## src/rtl/spi_burst_engine.sv

```systemverilog
module spi_burst_engine #(
  parameter int DIV   = 4,
  parameter int LEN_W = 12,
  parameter int NCH   = 4,
  localparam int CH_W = (NCH > 1) ? $clog2(NCH) : 1
) (
  input  logic             clk,
  input  logic             rst_n,
  input  logic [LEN_W-1:0] len_field,
  input  logic [NCH-1:0]   chan_master,
  input  logic [NCH-1:0]   ss_ctl,
  input  logic [CH_W-1:0]  chan_sel,
  input  logic             smc,
  input  logic             tx_write,
  input  logic             xch_req,
  input  logic             tc_clr,
  input  logic             ovf_clr,
  input  logic             tx_empty,
  input  logic [31:0]      tx_data,
  output logic             tx_pop,
  input  logic             rx_full,
  output logic [31:0]      rx_data,
  output logic             rx_push,
  output logic             sclk,
  output logic             mosi,
  input  logic             miso,
  output logic             busy,
  output logic             tc,
  output logic             ovf,
  output logic             xch
);
  localparam int HALF  = DIV / 2;
  localparam int CNT_W = (DIV > 2) ? $clog2(DIV) : 1;
  localparam int REM_W = LEN_W + 2;

  typedef enum logic [1:0] {IDLE, CHK, XFER, PUSH} st_t;
  st_t st;

  logic [REM_W-1:0] rem, bl, rem_eff, span;
  logic [31:0]      sh, rxw;
  logic [7:0]       rxb;
  logic [2:0]       bitc, nb_left, nbytes;
  logic [1:0]       idx;
  logic [CNT_W-1:0] div;
  logic             smc_q, is_mst, multi, rem_done, xch_go, start;

  assign is_mst   = chan_master[chan_sel];
  assign multi    = is_mst & ~smc & ss_ctl[chan_sel];
  assign rem_done = rem[REM_W-1] | (rem == '0);
  assign bl       = REM_W'(len_field) + REM_W'(1);
  assign rem_eff  = rem_done ? bl : rem;
  assign span     = (rem_eff > REM_W'(32)) ? REM_W'(32) : rem_eff;
  assign nbytes   = 3'((span + REM_W'(7)) >> 3);
  assign xch_go   = xch_req & ~xch & ~smc;
  assign start    = (st == IDLE) & is_mst &
                    ((tx_write & smc) | (smc & ~smc_q & ~tx_empty) | xch_go);

  assign busy    = (st != IDLE);
  assign tx_pop  = (st == CHK) & ~tx_empty;
  assign rx_push = (st == PUSH) & ~rx_full;
  assign rx_data = rxw;
  assign sclk    = (st == XFER) & (div >= CNT_W'(HALF));
  assign mosi    = (st == XFER) & sh[3'd7 - bitc];

  always_ff @(posedge clk or negedge rst_n) begin
    if (!rst_n) begin
      st      <= IDLE;
      rem     <= '0;
      sh      <= '0;
      rxw     <= '0;
      rxb     <= '0;
      bitc    <= '0;
      nb_left <= '0;
      idx     <= '0;
      div     <= '0;
      smc_q   <= 1'b0;
      tc      <= 1'b0;
      ovf     <= 1'b0;
      xch     <= 1'b0;
    end else begin
      smc_q <= smc;
      if (tc_clr)  tc  <= 1'b0;
      if (ovf_clr) ovf <= 1'b0;
      case (st)
        IDLE: if (start) begin
          st <= CHK;
          if (xch_go) xch <= 1'b1;
        end
        CHK: if (tx_empty) begin
          tc  <= 1'b1;
          xch <= 1'b0;
          st  <= IDLE;
        end else begin
          rem <= rem_eff;
          if (rem_done && multi) xch <= 1'b1;
          sh      <= tx_data;
          rxw     <= '0;
          idx     <= '0;
          bitc    <= '0;
          div     <= '0;
          nb_left <= nbytes;
          st      <= XFER;
        end
        XFER: begin
          div <= (div == CNT_W'(DIV - 1)) ? '0 : div + CNT_W'(1);
          if (div == CNT_W'(HALF - 1)) rxb <= {rxb[6:0], miso};
          if (div == CNT_W'(DIV - 1)) begin
            bitc <= bitc + 3'd1;
            if (bitc == 3'd7) begin
              rxw[{idx, 3'b000} +: 8] <= rxb;
              sh      <= sh >> 8;
              idx     <= idx + 2'd1;
              rem     <= rem - REM_W'(8);
              nb_left <= nb_left - 3'd1;
              if (nb_left == 3'd1) st <= PUSH;
            end
          end
        end
        PUSH: begin
          if (rx_full) ovf <= 1'b1;
          if (rem_done && !multi) begin
            tc <= 1'b1;
            if (tx_empty) xch <= 1'b0;
            st <= IDLE;
          end else begin
            st <= CHK;
          end
        end
        default: st <= IDLE;
      endcase
    end
  end
endmodule

```

## config.mk

```make
export PLATFORM = sky130hd
export DESIGN_NAME = spi_burst_engine
export DESIGN_NICKNAME = d
export VERILOG_FILES = /design/src/rtl/spi_burst_engine.sv
export SDC_FILE = /design/constraint.sdc
export NUM_CORES = 1
export LEC_CHECK = 0
export ABC_AREA = 1
export BUFFER_PORTS_ARGS = -buffer_cell sky130_fd_sc_hd__buf_2
export CORE_ASPECT_RATIO = 1.25
export CORE_MARGIN = 5
export CORE_UTILIZATION = 55
export DETAILED_ROUTE_END_ITERATION = 10
export HOLD_SLACK_MARGIN = 0.1
export MAX_ROUTING_LAYER = met4
export PLACE_DENSITY = 0.87
export SETUP_SLACK_MARGIN = 0.1
export SLEW_MARGIN = 20
export SYNTH_ARGS = -nofsm -noshare
export SYNTH_HDL_FRONTEND = slang
export SYNTH_SLANG_ARGS = --single-unit
```

## constraint.sdc

```tcl
create_clock -name clk -period 3.22 [get_ports clk]
set_clock_uncertainty 0.2 [all_clocks]
set_input_delay 0.644 -clock clk [delete_from_list [all_inputs] [get_ports clk]]
set_output_delay 0.644 -clock clk [all_outputs]
set_load 0.01 [all_outputs]
```

**Yosys cells after proc, flatten, opt, wreduce, memory -nomap -nowiden**

Cells that the tools add are included.
W data, S select, Z words.

- Flip-flop bits (word level): 102
- Logic and storage cells: 134

- Add/subtract/negate cells: 9
- $lt $le $gt $ge: 4
- Eq/ne operators: 16
- Shift operators: 2
- Mux-type cells: 55
- Bitwise gates (word level): 21
- Reduce and logical (&&, ||, !) cells: 14

Operators by type and width:

| cell | number |
|---|---|
| $mux W32 | 6 |
| $pmux W32 S2 | 2 |
| $mux W14 | 4 |
| $bwmux W32 | 1 |
| $shift A8 B7 Y32 const A | 1 |
| $shiftx A8 B7 Y32 | 1 |
| $pmux W14 S2 | 1 |
| $mux W2 | 9 |
| $mux W1 | 16 |
| $mux W3 | 5 |
| $gt A14 B6 Y1 const B | 1 |
| $logic_not A14 Y1 | 1 |
| $sub A14 B4 Y14 const B | 1 |
| $add A12 B1 Y13 const B | 1 |
| $and A1 B1 Y1 | 13 |
| $pmux W3 S2 | 2 |
| $ne A2 B1 Y1 const B | 4 |
| $ne A2 B2 Y1 const B | 4 |
| $pmux W2 S2 | 2 |
| $pmux W2 S4 | 1 |
| $reduce_and A4 Y1 | 2 |
| $neg A5 Y7 | 1 |
| $add A6 B3 Y6 const B | 1 |
| $eq A2 B2 Y1 const B | 3 |
| other kinds (26) | 38 |

**Longest topological paths before layout**

Gate-level depths: netlist of the first run.

- Word-level depth: 8
- Depth in mapped cells: 16

**Worst setup path before layout of the first run**

OpenSTA, ideal clock, no wires.

- Kind: register to register
- Start point: register idx[0]
- End point: register rxw[0] (netlist: rx_data[0])
- Setup time: 96 ps
- Arrival: 2045 ps
- Slack: 879 ps
- Cell stages (with the launch flop): 9
- Path buffers: 2
- Clock period less this slack: 2341 ps
- Cell sequence: dfrtp_1 clkbuf_1 inv_1 ha_1 clkbuf_1 clkinv_1 nor4_1 inv_1 o31ai_1

- Cells in the longest elaborated chain, start to end: 6
- Elaborated cells between the ends (all ways): 7
- Those cells by class: add/sub (1); shift (2); mux (4)

RTL lines:

| what | RTL line | text |
|---|---|---|
| from (decl) | 43 | `logic [1:0] idx;` |
| from (signal assigned) | 112 | `idx <= idx + 2'd1;` |
| $neg A5 Y7 * | 110 | `rxw[{idx, 3'b000} +: 8] <= rxb;` |
| $shiftx A8 B7 Y32 / $shift A8 B7 Y32 (equally long branches) | 110 |  |
| $bwmux W32 * | 110 |  |
| $mux W32 * | 109 | `if (bitc == 3'd7) begin` |
| $mux W32 * | 107 | `if (div == CNT_W'(DIV - 1)) begin` |
| $pmux W32 S2 * | 84 | `case (st)` |
| to (signal, indexed assignment) | 110 |  |
| to (decl) | 40 | `logic [31:0] sh, rxw;` |

Mark *: on every way between the ends. The rest lies on a longest branch, timed or not. The select of a mux whose other input is x is not followed.
A chain may end at the register's enable or synchronous reset.

**Final worst setup path of the first run**

- Start point: register idx[0]
- End point: register rxw[2] (netlist: rx_data[2])

The elaborated chain is that of the path after synthesis.

==> results of run 1 <==
## what timing repair did
action                                  4_1_cts  5_1_grt
setup buffers                                 0        6
resized for setup                             0        1
endpoints found under the hold margin        17        0
endpoints found under the setup margin        0        1
hold buffers                                  1        0
## kinds of logic after synthesis
family,count (synthesis),share of synthesized area (%)
fa+ha+maj,13,3.09
simple gates,273,22.9
xor+xnor,6,0.998
buf+inv,87,6.91
compound gates,150,17.6
flops,102,48.5
## critical path, stage by stage (launching register included)
cell and delay, ns:
dfrtp_1 0.51, inv_1 0.20, ha_1 0.40, clkinv_1 0.33, nor4_1 0.48, inv_1 0.23
o31ai_1 0.29
## area by class of cell
cell class | count | area [um^2]
repair inverters | 1 | 5.00
repair buffers | 117 | 638
flip-flops and latches | 102 | 2550
clock inverters | 6 | 50.0
well taps | 126 | 158
multi-input cells | 442 | 2350
clock buffers | 10 | 239
fillers | 793 | 3280
inverters | 61 | 233
## routing by layer
metal	track usage, %	share of wire [%]
met1	27.2	39
met2	40.5	52
met3	3.63	6.0
met4	9.09	2.9
met5	-	0
## synthesized netlist by cell type (6+ instances only)
cell,n,area [um^2]
a21oi_1,23,115
a22o_1,6,52.6
buf_2,11,55.1
clkbuf_1,13,48.8
dfrtp_1,102,2550
ha_1,13,163
inv_1,58,218
nand2_1,125,469
nand3_1,38,190
nand4_1,7,43.8
nor2_1,75,282
o21ai_0,48,240
o22ai_1,27,169
o31ai_1,25,188
o41ai_1,7,61.3
## worst min-delay path by stage
stage,endpoint,slack [ns],depth (start not counted)
after floorplan,async pin,0.15,0
after global placement,rx_data[31],0.26,2
after detailed placement,rx_data[9],0.26,2
after CTS,smc_q,0.24,1
after global routing,smc_q,0.24,1
final,smc_q,0.24,1
## state kept, by name, indices dropped and copies added (netlist names), named ones only
| name | count |
|---|---|
| smc_q | 1 |
| rxb | 8 |
| nb_left | 3 |
| div | 2 |
| rem | 14 |
| ovf | 1 |
| st | 1 |
| bitc | 3 |
| idx | 2 |
| tc | 1 |
| rx_data | 32 |
| xch | 1 |
| sh | 32 |
## report_power, final
part	switching (mW)	internal [mW]	total [mW]
Sequential	0.285	1.64	1.93
Combinational	1.24	0.625	1.86
Clock	0.499	0.557	1.06
==> results by stage, run 1 <==
Final layout:
- The utilization of the core after routing is 65.5%.
- The library cell used most frequently in the layout, excluding fill and tap cells, is nand2_1.
- 0 antenna diodes ended up in the layout.
- The finished cells cover 6220 um^2.
- The layout cell share with drive strength beyond 1 is 21.2%.
- After the last flow step, the layout net total stands at 811.
- The area growth from synthesis to layout is 18.2%.
- The filler-free cell count of the finished design is 865.
- In the layout the commonest cells are nand2_1, dfrtp_1, buf_2, nor2_1, inv_1.

Floorplan:
- The initial utilization of the core area, before any placement, comes to 55.4%.
- The die area is 11600 um^2.
- The area of the core is 9510 um^2.
- In this run the count of I/O pins placed on the die edge is 104.
- The die span in y is 119 um.
- Measured along the x axis, the die boundary spans 97.5 um.
- The standard-cell row count is 40.

GRT:
- Entering global routing, the biggest net connects 52 pins.
- The number of global-route vias before repair is 4910.
- Global routing consumed, over all layers together, 23.3% of the routing resources.
- The number of antenna violations at the first check in global routing is 0.
- The first global-routing pass estimated 22000 um of wire.
- For this run the aggregate overflow at the end of global routing stands at 0.

Clock tree:
- The H-tree was split into 3 levels.
- The clock net in this run drives a total of 102 sinks.
- The later pin in the worst-skew pair is clocked with a latency of 0.35 ns.
- The TritonCTS clock tree is done.
- Clock tree synthesis selected as its root buffer the cell clkbuf_16.
- In this run the deepest clock path goes through 2 buffers.
- The TritonCTS buffer count is 9.
- After clock tree synthesis, the clock-pin slew on the worst setup and hold paths is 0.07 ns.

Timing:
- The slew at the pin with the worst max-slew slack is 0.970 ns.
- Final hold analysis gives a worst-case slack of 0.237 ns.
- The clock period minus worst slack is 2.73 ns.
- The highest clock rate is 0.366 GHz.
- The hold violation total from the final report is 0.
- Setup repair after global routing left no endpoint under its margin.
- The setup TNS is 0 ns.
- The worst path uses 84.9% of the clock period.
- The worst-case headroom to the max-slew limit is 34.9%.
- Setup slack on the critical path of the routed design comes to 0.486 ns.
- Setup violations remaining at the end of the flow were counted as 0.
- The number of slew-limit violations in the final report is 0.

Worst setup path:
- The data required time of the critical path is 3.26 ns.
- The endpoint of the lowest-slack register-to-register path is rx_data[2].
- STA puts the critical path data arrival time at 2.78 ns.
- The startpoint type of the worst setup path is a register.
- The worst-case register-to-register setup slack is 0.49 ns.
- The end point of the critical path is rx_data[2].
- The highest fanout seen on the critical path is 12.
- The startpoint identified for the worst register-to-register timing path is idx[0].
- The critical path endpoint category is a register.
- By startpoint and endpoint, the worst setup path is classified as register to register.
- The number of cells on the worst reg-to-reg path is 6.
- The launching element of the worst setup path is idx[0].

Placed design:
- The instance area at placement is 5870 um^2.
- Before CTS, the worst setup slack after placement is 0.446 ns.
- The total half-perimeter wirelength after legalization and detailed placement is 9430 um.
- The instance count after placement with tap cells included is 841.
- The congestion estimate from routability-driven global placement came to 0.911.
- During placement, the flow inserted port buffers numbering 103.

Logic synthesis:
- After synthesis the netlist holds a flip-flop and latch count of 102.
- The synthesized design contains 0 enable-type register cells.
- The proportion of synthesized chip area in sequential cells is 48.5%.
- Averaged over all synthesized cells, the footprint is 8.35 um^2.
- Counting flops with an async set or reset pin after synthesis yields a share of 100%.
- Synthesis produced 631 cells.
- The number of unique standard cell types used by synthesis is 42.
- Synthesis produced a netlist with a net count of 708.
- The synthesized netlist occupies a cell area of 5270 um^2.
- The predominant post-synthesis flop cell is dfrtp_1.
- The number of warning messages in the yosys log is 0.

Status:
- The flow ran to the end, and the final reports show no timing, DRC or antenna violations.

Flow run:
- The max capacitance violation total is 0.

Route:
- The final layout contains routed wiring with a total length of 13000 um.
- The first-pass iteration count of the detailed router is 7.
- The final route contains 4899 vias.
- The routed length per placed instance is 15.0 um.
- The number of DRC markers in iteration 0 is 356.
- The detailed-route DRC error count is 0.
- In the routed layout, each cell is associated on average with a via count of 5.66.
- Once detail routing completed, the nets flagged for antenna violations numbered 0.

Min path:
- In this run the most critical hold path is launched from smc.
- The worst hold path belongs to the class input port to register.

Power and ir drop:
- The maximum vdd drop is 0.000444 V.
- The final total power is 4.85 mW.
- The total power density per cell area is 779 nW/um^2.
- For this design the static power due to leakage is 3.01 nW.
No activity file was read; power rests on OpenSTA's default activity.
==> inputs of run 2 (changes only) <==
--- a/config.mk
+++ b/config.mk
@@ -9,11 +9,11 @@
 export BUFFER_PORTS_ARGS = -buffer_cell sky130_fd_sc_hd__buf_2
 export CORE_ASPECT_RATIO = 1.25
 export CORE_MARGIN = 5
-export CORE_UTILIZATION = 55
+export CORE_UTILIZATION = 50
 export DETAILED_ROUTE_END_ITERATION = 10
 export HOLD_SLACK_MARGIN = 0.1
 export MAX_ROUTING_LAYER = met4
-export PLACE_DENSITY = 0.87
+export PLACE_DENSITY = 0.83
 export SETUP_SLACK_MARGIN = 0.1
 export SLEW_MARGIN = 20
 export SYNTH_ARGS = -nofsm -noshare
==> constraint.sdc (replaced) <==
create_clock -name clk -period 2.4 [get_ports clk]
set_clock_uncertainty 0.2 [all_clocks]
set_input_delay 0.48 -clock clk [delete_from_list [all_inputs] [get_ports clk]]
set_output_delay 0.48 -clock clk [all_outputs]
set_load 0.01 [all_outputs]
==> run 2 against run 1 <==
Against the previous run:
- design area rose by 4.4%
- first-iteration DRC count fell by 20%
- combinational power rose by 53%
- global-route usage fell by 2.0 points
- die area rose by 9.1%
- via count rose by 2.9%
- worst setup slack got worse by 0.36 ns
==> results by stage, run 2 (same netlist as run 1, synthesis figures left out) <==
Placed design:
- The number of buffer cells added on primary ports is 103.
- The instance count after placement with tap cells included is 856.
- The instance area at placement is 5960 um^2.
- The total half-perimeter wirelength after legalization and detailed placement is 9750 um.
- Routability-driven placement finished with a final weighted congestion of 0.903.

Route:
- The number of vias in the routed layout is 5040.
- The count of nets left with antenna violations once routing finished came out at 0.
- The detailed-route DRC error count is 0.
- The first TritonRoute pass finished after 5 iterations.
- Wires add up to 13500 um.
- Dividing the detail-routed wire length by the instance count gives 15.2 um.
- The ratio of routed vias to standard cells is 5.66.
- The detailed router finished its first iteration with 286 violations.

Final layout:
- The most common library cell in the layout ignoring fill and taps is nand2_1.
- The count of nets after finishing is 831.
- The filler cells instantiated in the layout total 859.
- The utilization of the core after routing is 62.1%.
- After routing the design area is 6500 um^2.
- The antenna diode count is 0.
- The filler-free cell count of the finished design is 891.
- In the layout the commonest cells are nand2_1, buf_2, dfrtp_1, nor2_1, inv_1.
- From synthesis to final layout, the design area changed by 23.4%.
- Cells with a size suffix above 1 make up 25.6% of the layout.

Timing:
- The slew at the pin with the worst max-slew slack is 1.01 ns.
- In the finished design, the share of the clock period the worst path needs comes to 94.8%.
- The hold violation total from the final report is 0.
- Setup repair after global routing could not meet its margin everywhere.
- Hold is met by 0.105 ns.
- Counting I/O delays and the setup requirement, the final critical path takes 2.28 ns.
- The final setup violation count is 0.
- The number of slew-limit violations in the final report is 0.
- For this run, the top clock speed supported by timing is 0.440 GHz.
- Measured against its own limit, the worst slew margin works out to 32.2%.

Worst setup path:
- Of all nets on the critical path, the largest fanout is 16.
- The worst-case register-to-register setup slack is 0.12 ns.
- At the worst endpoint, the required time is 2.44 ns.
- The worst setup path is captured at a register.
- The endpoint of the lowest-slack register-to-register path is rx_data[31].
- The worst setup path is launched from a register.
- The data arrival time of the worst path is 2.31 ns.
- The kind of critical path is register to register.
- In this run the critical register-to-register path is launched from bitc[0].
- The number of cells on the worst reg-to-reg path is 9.

Power and ir drop:
- Dividing total power by cell area gives a power density of 1070 nW/um^2.
- The final total power is 6.92 mW.
- The leakage power is 3.14 nW.
- The maximum vdd drop is 0.000686 V.

Min path:
- The worst min-delay path endpoint is ovf.
- In this run the worst hold path is classified as input port to register.
- In this run the most critical hold path is launched from ovf_clr.
- Counting instances, the worst hold path has a depth of 2.

Clock tree:
- The TritonCTS clock tree is done.
- The longest clock path from root to sink contains 2 buffers.
- Clock-pin slew was measured on the worst setup and hold paths at 0.08 ns.
- The CTS root buffer is clkbuf_16.
- The number of sinks on the clock net is 102.
- CTS built an H-tree with a depth of 3.
- The TritonCTS buffer count is 9.
- At the later pin of the worst-skew pair, clock insertion delay measures 0.34 ns.

Floorplan:
- The region available for standard cell placement spans 10500 um^2.
- The die span in y is 125 um.
- The die covers 12700 um^2.
- The number of I/O pins is 104.
- The standard-cell row count is 42.
- The overall die width is 102 um.
- The initial utilization of the core area, before any placement, comes to 50.4%.

GRT:
- The maximum number of pins on one net before global-route repair is 38.
- The total overflow reported by the global router is 0.
- The aggregate global-route resource usage is 21.4%.
- The number of antenna violations at the first check in global routing is 0.
- The first-pass GRT wire length is 21800 um.
- The number of global-route vias before repair is 4896.

Flow run:
- Across the run, the number of max-cap violations was 0.

Status:
- The run finished with clean final reports.
## run 2: changes by cell type in the layout (fill, tap and decap cells not counted), sizes merged
cell,previous run,this run
buf,116,134
bufinv,0,1
clkinv,3,1
clkinvlp,3,4
dlygate4sd3,1,2
nand2,131,132
## run 2: how the worst max path moves through the flow
stage / endpoint / from / slack (ns)
floorplan: rx_data[0] / idx[0] / 0.14
global placement: nb_left[1] / len_field[0] / 0.01
detailed placement: nb_left[1] / len_field[0] / -0.04
CTS: mosi / st[0] / 0.09
global route: rx_data[2] / bitc[0] / -0.07
finish: rx_data[31] / bitc[0] / 0.12
## run 2: timing repair
item                       CTS  global route
cloned                       0             1
hold buffers                 2             0
hold endpoints to repair    33             0
buffers inserted             1            15
setup endpoints to repair    3            39
gates resized for setup      3            20
pin swaps                    0             4
## run 2: final cells by class
cell class                      count  area [um^2]  share of cell area [%]
Clock buffer                        9          225                    3.47
Timing Repair Buffer              137          808                    12.4
Clock inverter                      7         87.6                    1.35
Tap cell                          132          165                    2.54
Multi-Input combinational cell    443         2420                    37.2
Sequential cell                   102         2560                    39.4
Inverter                           61          238                    3.66
## run 2: per-stage QoR
step	TNS, ns	setup slack [ns]
after floorplan	0	0.140
after global placement	0	0.0140
after detailed placement	-0.0406	-0.0406
after CTS	0	0.0882
after global routing	-0.700	-0.0733
final	0	0.125
## run 2: metal layers
layer / routed length (um) / track usage, %
met5: 0 / -
met3: 804 / 3.14
met2: 6990 / 35.8
met1: 5310 / 26.0
met4: 429 / 7.51
## run 2: report_power, final
group	internal (mW)	switching (mW)
Sequential	2.21	0.351
Clock	0.835	0.687
Combinational	1.03	1.81
## run 2: worst max-delay path, cell delays in order, from the launching register on
cell and delay [ns]:
dfrtp_1 0.43, ha_1 0.22, ha_1 0.19, nand2_1 0.06
nand2_1 0.09, nand2_1 0.12, inv_2 0.09, o21ai_1 0.54
nand2_1 0.11, o31ai_1 0.12
==> inputs of run 3 (changes only) <==
--- a/config.mk
+++ b/config.mk
@@ -9,11 +9,11 @@
 export BUFFER_PORTS_ARGS = -buffer_cell sky130_fd_sc_hd__buf_2
 export CORE_ASPECT_RATIO = 1.25
 export CORE_MARGIN = 5
-export CORE_UTILIZATION = 50
+export CORE_UTILIZATION = 25
 export DETAILED_ROUTE_END_ITERATION = 10
 export HOLD_SLACK_MARGIN = 0.1
 export MAX_ROUTING_LAYER = met4
-export PLACE_DENSITY = 0.83
+export PLACE_DENSITY = 0.51
 export SETUP_SLACK_MARGIN = 0.1
 export SLEW_MARGIN = 20
 export SYNTH_ARGS = -nofsm -noshare
==> run 3 against run 2 <==
Against the previous run:
- worst setup slack improved by 0.042 ns
- final cell count grew 18%
- via count fell by 5.8%
- critical endpoint is now mosi
- largest cell class unchanged
==> results by stage, run 3 (same netlist as run 1, synthesis figures left out) <==
GRT:
- The maximum number of pins on one net before global-route repair is 38.
- Across every metal layer, demand over resource in global routing totals 12.5%.
- After global routing the overflow that remains totals 0.
- The first-pass GRT wire length is 23800 um.
- The number of global-route vias before repair was 4724.
- The number of antenna violations at the first check in global routing is 0.

Final layout:
- In the layout the commonest cells are nand2_1, dfrtp_1, buf_2, nor2_1, inv_1.
- The filler cells instantiated in the layout total 2243.
- The antenna diode count is 0.
- In the final layout, the share of cells above drive strength 1 is 26.9%.
- The most common library cell in the layout ignoring fill and taps is nand2_1.
- The filler-free cell count of the finished design is 1051.
- The signed area change from the synthesized netlist to the final layout is 29.3%.
- The sequential cells in the finished layout cover a total of 2550 um^2.
- The area used by multi-input combinational logic is 2430 um^2.
- The count of nets after finishing is 849.

Timing:
- The highest clock rate is 0.448 GHz.
- The final setup violation count is 0.
- Of the available clock period, the critical path in the final layout requires 93.1%.
- The clock period minus worst slack is 2.23 ns.
- At the pin with the least slew margin, the transition time is 0.444 ns.
- Setup repair after global routing could not meet its margin everywhere.
- The worst-case headroom to the max-slew limit is 70.4%.
- The hold violation total from the final report was 0.
- The number of slew-limit violations in the final report came to 0.

Power and ir drop:
- Of the total power, combinational logic draws 43.4%.
- The portion of total power attributed to the clock network is 20.4%.
- Sequential cells account for 36.1% of the total power.
- In this run the power spent charging and discharging nets is 2.88 mW.
- Of the total power, the share spent switching nets is 41.3%.
- For this design the static power due to leakage is 3.22 nW.
- The total power density per cell area is 1020 nW/um^2.
- The final total power is 6.97 mW.
- The worst-case IR drop observed on VDD is 0.000398 V.
- Internal power comes to 4.09 mW.

Clock tree:
- TritonCTS built the clock tree.
- Buffers inserted during clock tree synthesis total 9.
- Counting every sink on the clock net gives 102.
- The largest buffer count on any clock path is 2.
- The clock slew seen by the registers of the worst setup and hold paths is 0.08 ns.
- The level count of the clock H-tree is 3.
- The tree is rooted in a clkbuf_16.
- Clock latency on the worst-skew pair, taken at its later pin, is 0.34 ns.

Route:
- In the routed layout, each cell is associated on average with a via count of 4.52.
- After detailed routing, the total wire length is 14600 um.
- The number of DRC markers in iteration 0 is 240.
- The detailed route wirelength on metal2 is 7730 um.
- The detailed-route DRC error count is 0.
- The wire length on met1 is 6270 um.
- Dividing the detail-routed wire length by the instance count gives 13.9 um.
- The first-pass iteration count of the detailed router is 6.
- The remaining antenna violation count is 0.
- The total length of routed met3 wires is 465 um.
- Across all layers, the routed design uses 4750 vias.
- The highest routing layer actually used is met4.

Worst setup path:
- STA classifies the critical path endpoint as an output pin.
- STA classifies the critical path startpoint as a register.
- At the worst endpoint, the arrival time is 1.55 ns.
- Data on the critical path is required at its endpoint by 1.72 ns.
- The worst setup path is of the register to output pin kind.
- The launch instance of the worst register-to-register path is rem[6].
- Of all nets on the critical path, the largest fanout is 5.

Floorplan:
- For this configuration, the core starts out at a cell density of 25.3%.
- The number of I/O pins is 104.
- After floorplanning, the core was divided into 59 placement rows.
- The region available for standard cell placement spans 20800 um^2.
- The die is 140 um wide.
- The die span in y is 172 um.
- The die covers 24100 um^2.

Placed design:
- The number of buffer cells added on primary ports is 103.
- Counting tap cells, the placed design contains a total of 1018 instances.
- The final weighted congestion of routability-driven global placement is 0.772.
- The total half-perimeter wirelength after legalization and detailed placement is 10800 um.

Status:
- The run finished with clean final reports.

Flow run:
- The max capacitance violation total is 0.

Min path:
- The startpoint identified for the worst hold timing path is ovf_clr.
- In this run the worst hold path is classified as input port to register.
==> run 3: cell types whose count changed in the layout (fill, tap and decap cells not counted), moves of 2 or more <==
| cell | before | now |
|---|---|---|
| buf_4 | 28 | 47 |
| clkinv_4 | 0 | 3 |
| dfrtp_1 | 98 | 101 |
| dfrtp_2 | 4 | 1 |
| inv_1 | 52 | 55 |
| nand3_2 | 2 | 5 |
| a21oi_1 | 23 | 21 |
| a21oi_2 | 1 | 3 |
| clkinvlp_4 | 4 | 2 |
| inv_2 | 6 | 4 |
| inv_8 | 3 | 1 |
| nand3_1 | 37 | 35 |
| o21ai_2 | 3 | 1 |
==> run 3: final cells by class <==
type                    instances  share of cell area [%]
inverters                      61                    3.45
repair buffers                156                    14.2
multi-input cells             442                    35.7
clock buffers                   9                    3.31
flip-flops and latches        102                    37.5
well taps                     274                    5.03
clock inverters                 7                   0.845
==> run 3: power by group through the flow <==
| stage | combinational [mW] | clock (mW) | sequential, mW |
|---|---|---|---|
| floorplan | 1.84 | 0 | 2.49 |
| global placement | 2.77 | 0 | 2.55 |
| detailed placement | 2.78 | 0 | 2.55 |
| CTS | 2.85 | 1.47 | 2.52 |
| global route | 3.41 | 1.52 | 2.58 |
| finish | 3.03 | 1.42 | 2.52 |
==> run 3: worst paths after layout <==
| kind | to | slack, ns | cells past startpoint |
|---|---|---|---|
| setup / recovery | mosi | 0.17 | 6 |
| hold / removal | ovf | 0.12 | 2 |
| setup reg to reg | nb_left[1] | 0.27 | 16 |
| hold reg to reg | rx_data[30] | 0.28 | 2 |
| max in group asynchronous | bitc[1] | 1.03 | 3 |
| min in group asynchronous | rx_data[4] | 0.41 | 2 |
==> run 3: per-stage QoR <==
step	setup TNS, ns	setup WS [ns]	instance area [um^2]	util, %	hold slack [ns]
after global placement	-0.0200	-0.0200	6290	30.2	0.256
after CTS	0	0.122	6630	31.8	0.104
after global routing	0	0.0814	6810	32.7	0.118
after detailed placement	-0.0706	-0.0478	6290	30.2	0.256
final	0	0.167	6810	32.7	0.115
after floorplan	0	0.140	5270	-	-0.0156
==> run 3: routing by layer <==
metal | track usage [%] | vias up
li1 | - | 2428
met1 | 14.9 | 2220
met2 | 22.4 | 90
met3 | 1.88 | 12
met4 | 2.74 | 0
met5 | - | -
==> run 3: worst max-delay path, stage by stage (launching register included) <==
cell and delay (ns):
dfrtp_1 0.38, inv_1 0.11, nor2_4 0.19, buf_8 0.13
nand2_1 0.08, a31oi_4 0.18, buf_6 0.13
==> run 3: timing repair <==
action / CTS / global route
buffers inserted: 3 / 12
hold buffers: 2 / 0
gates resized for setup: 3 / 23
endpoints found under the setup margin: 2 / 41
pin swaps: 1 / 4
hold endpoints to repair: 26 / 0
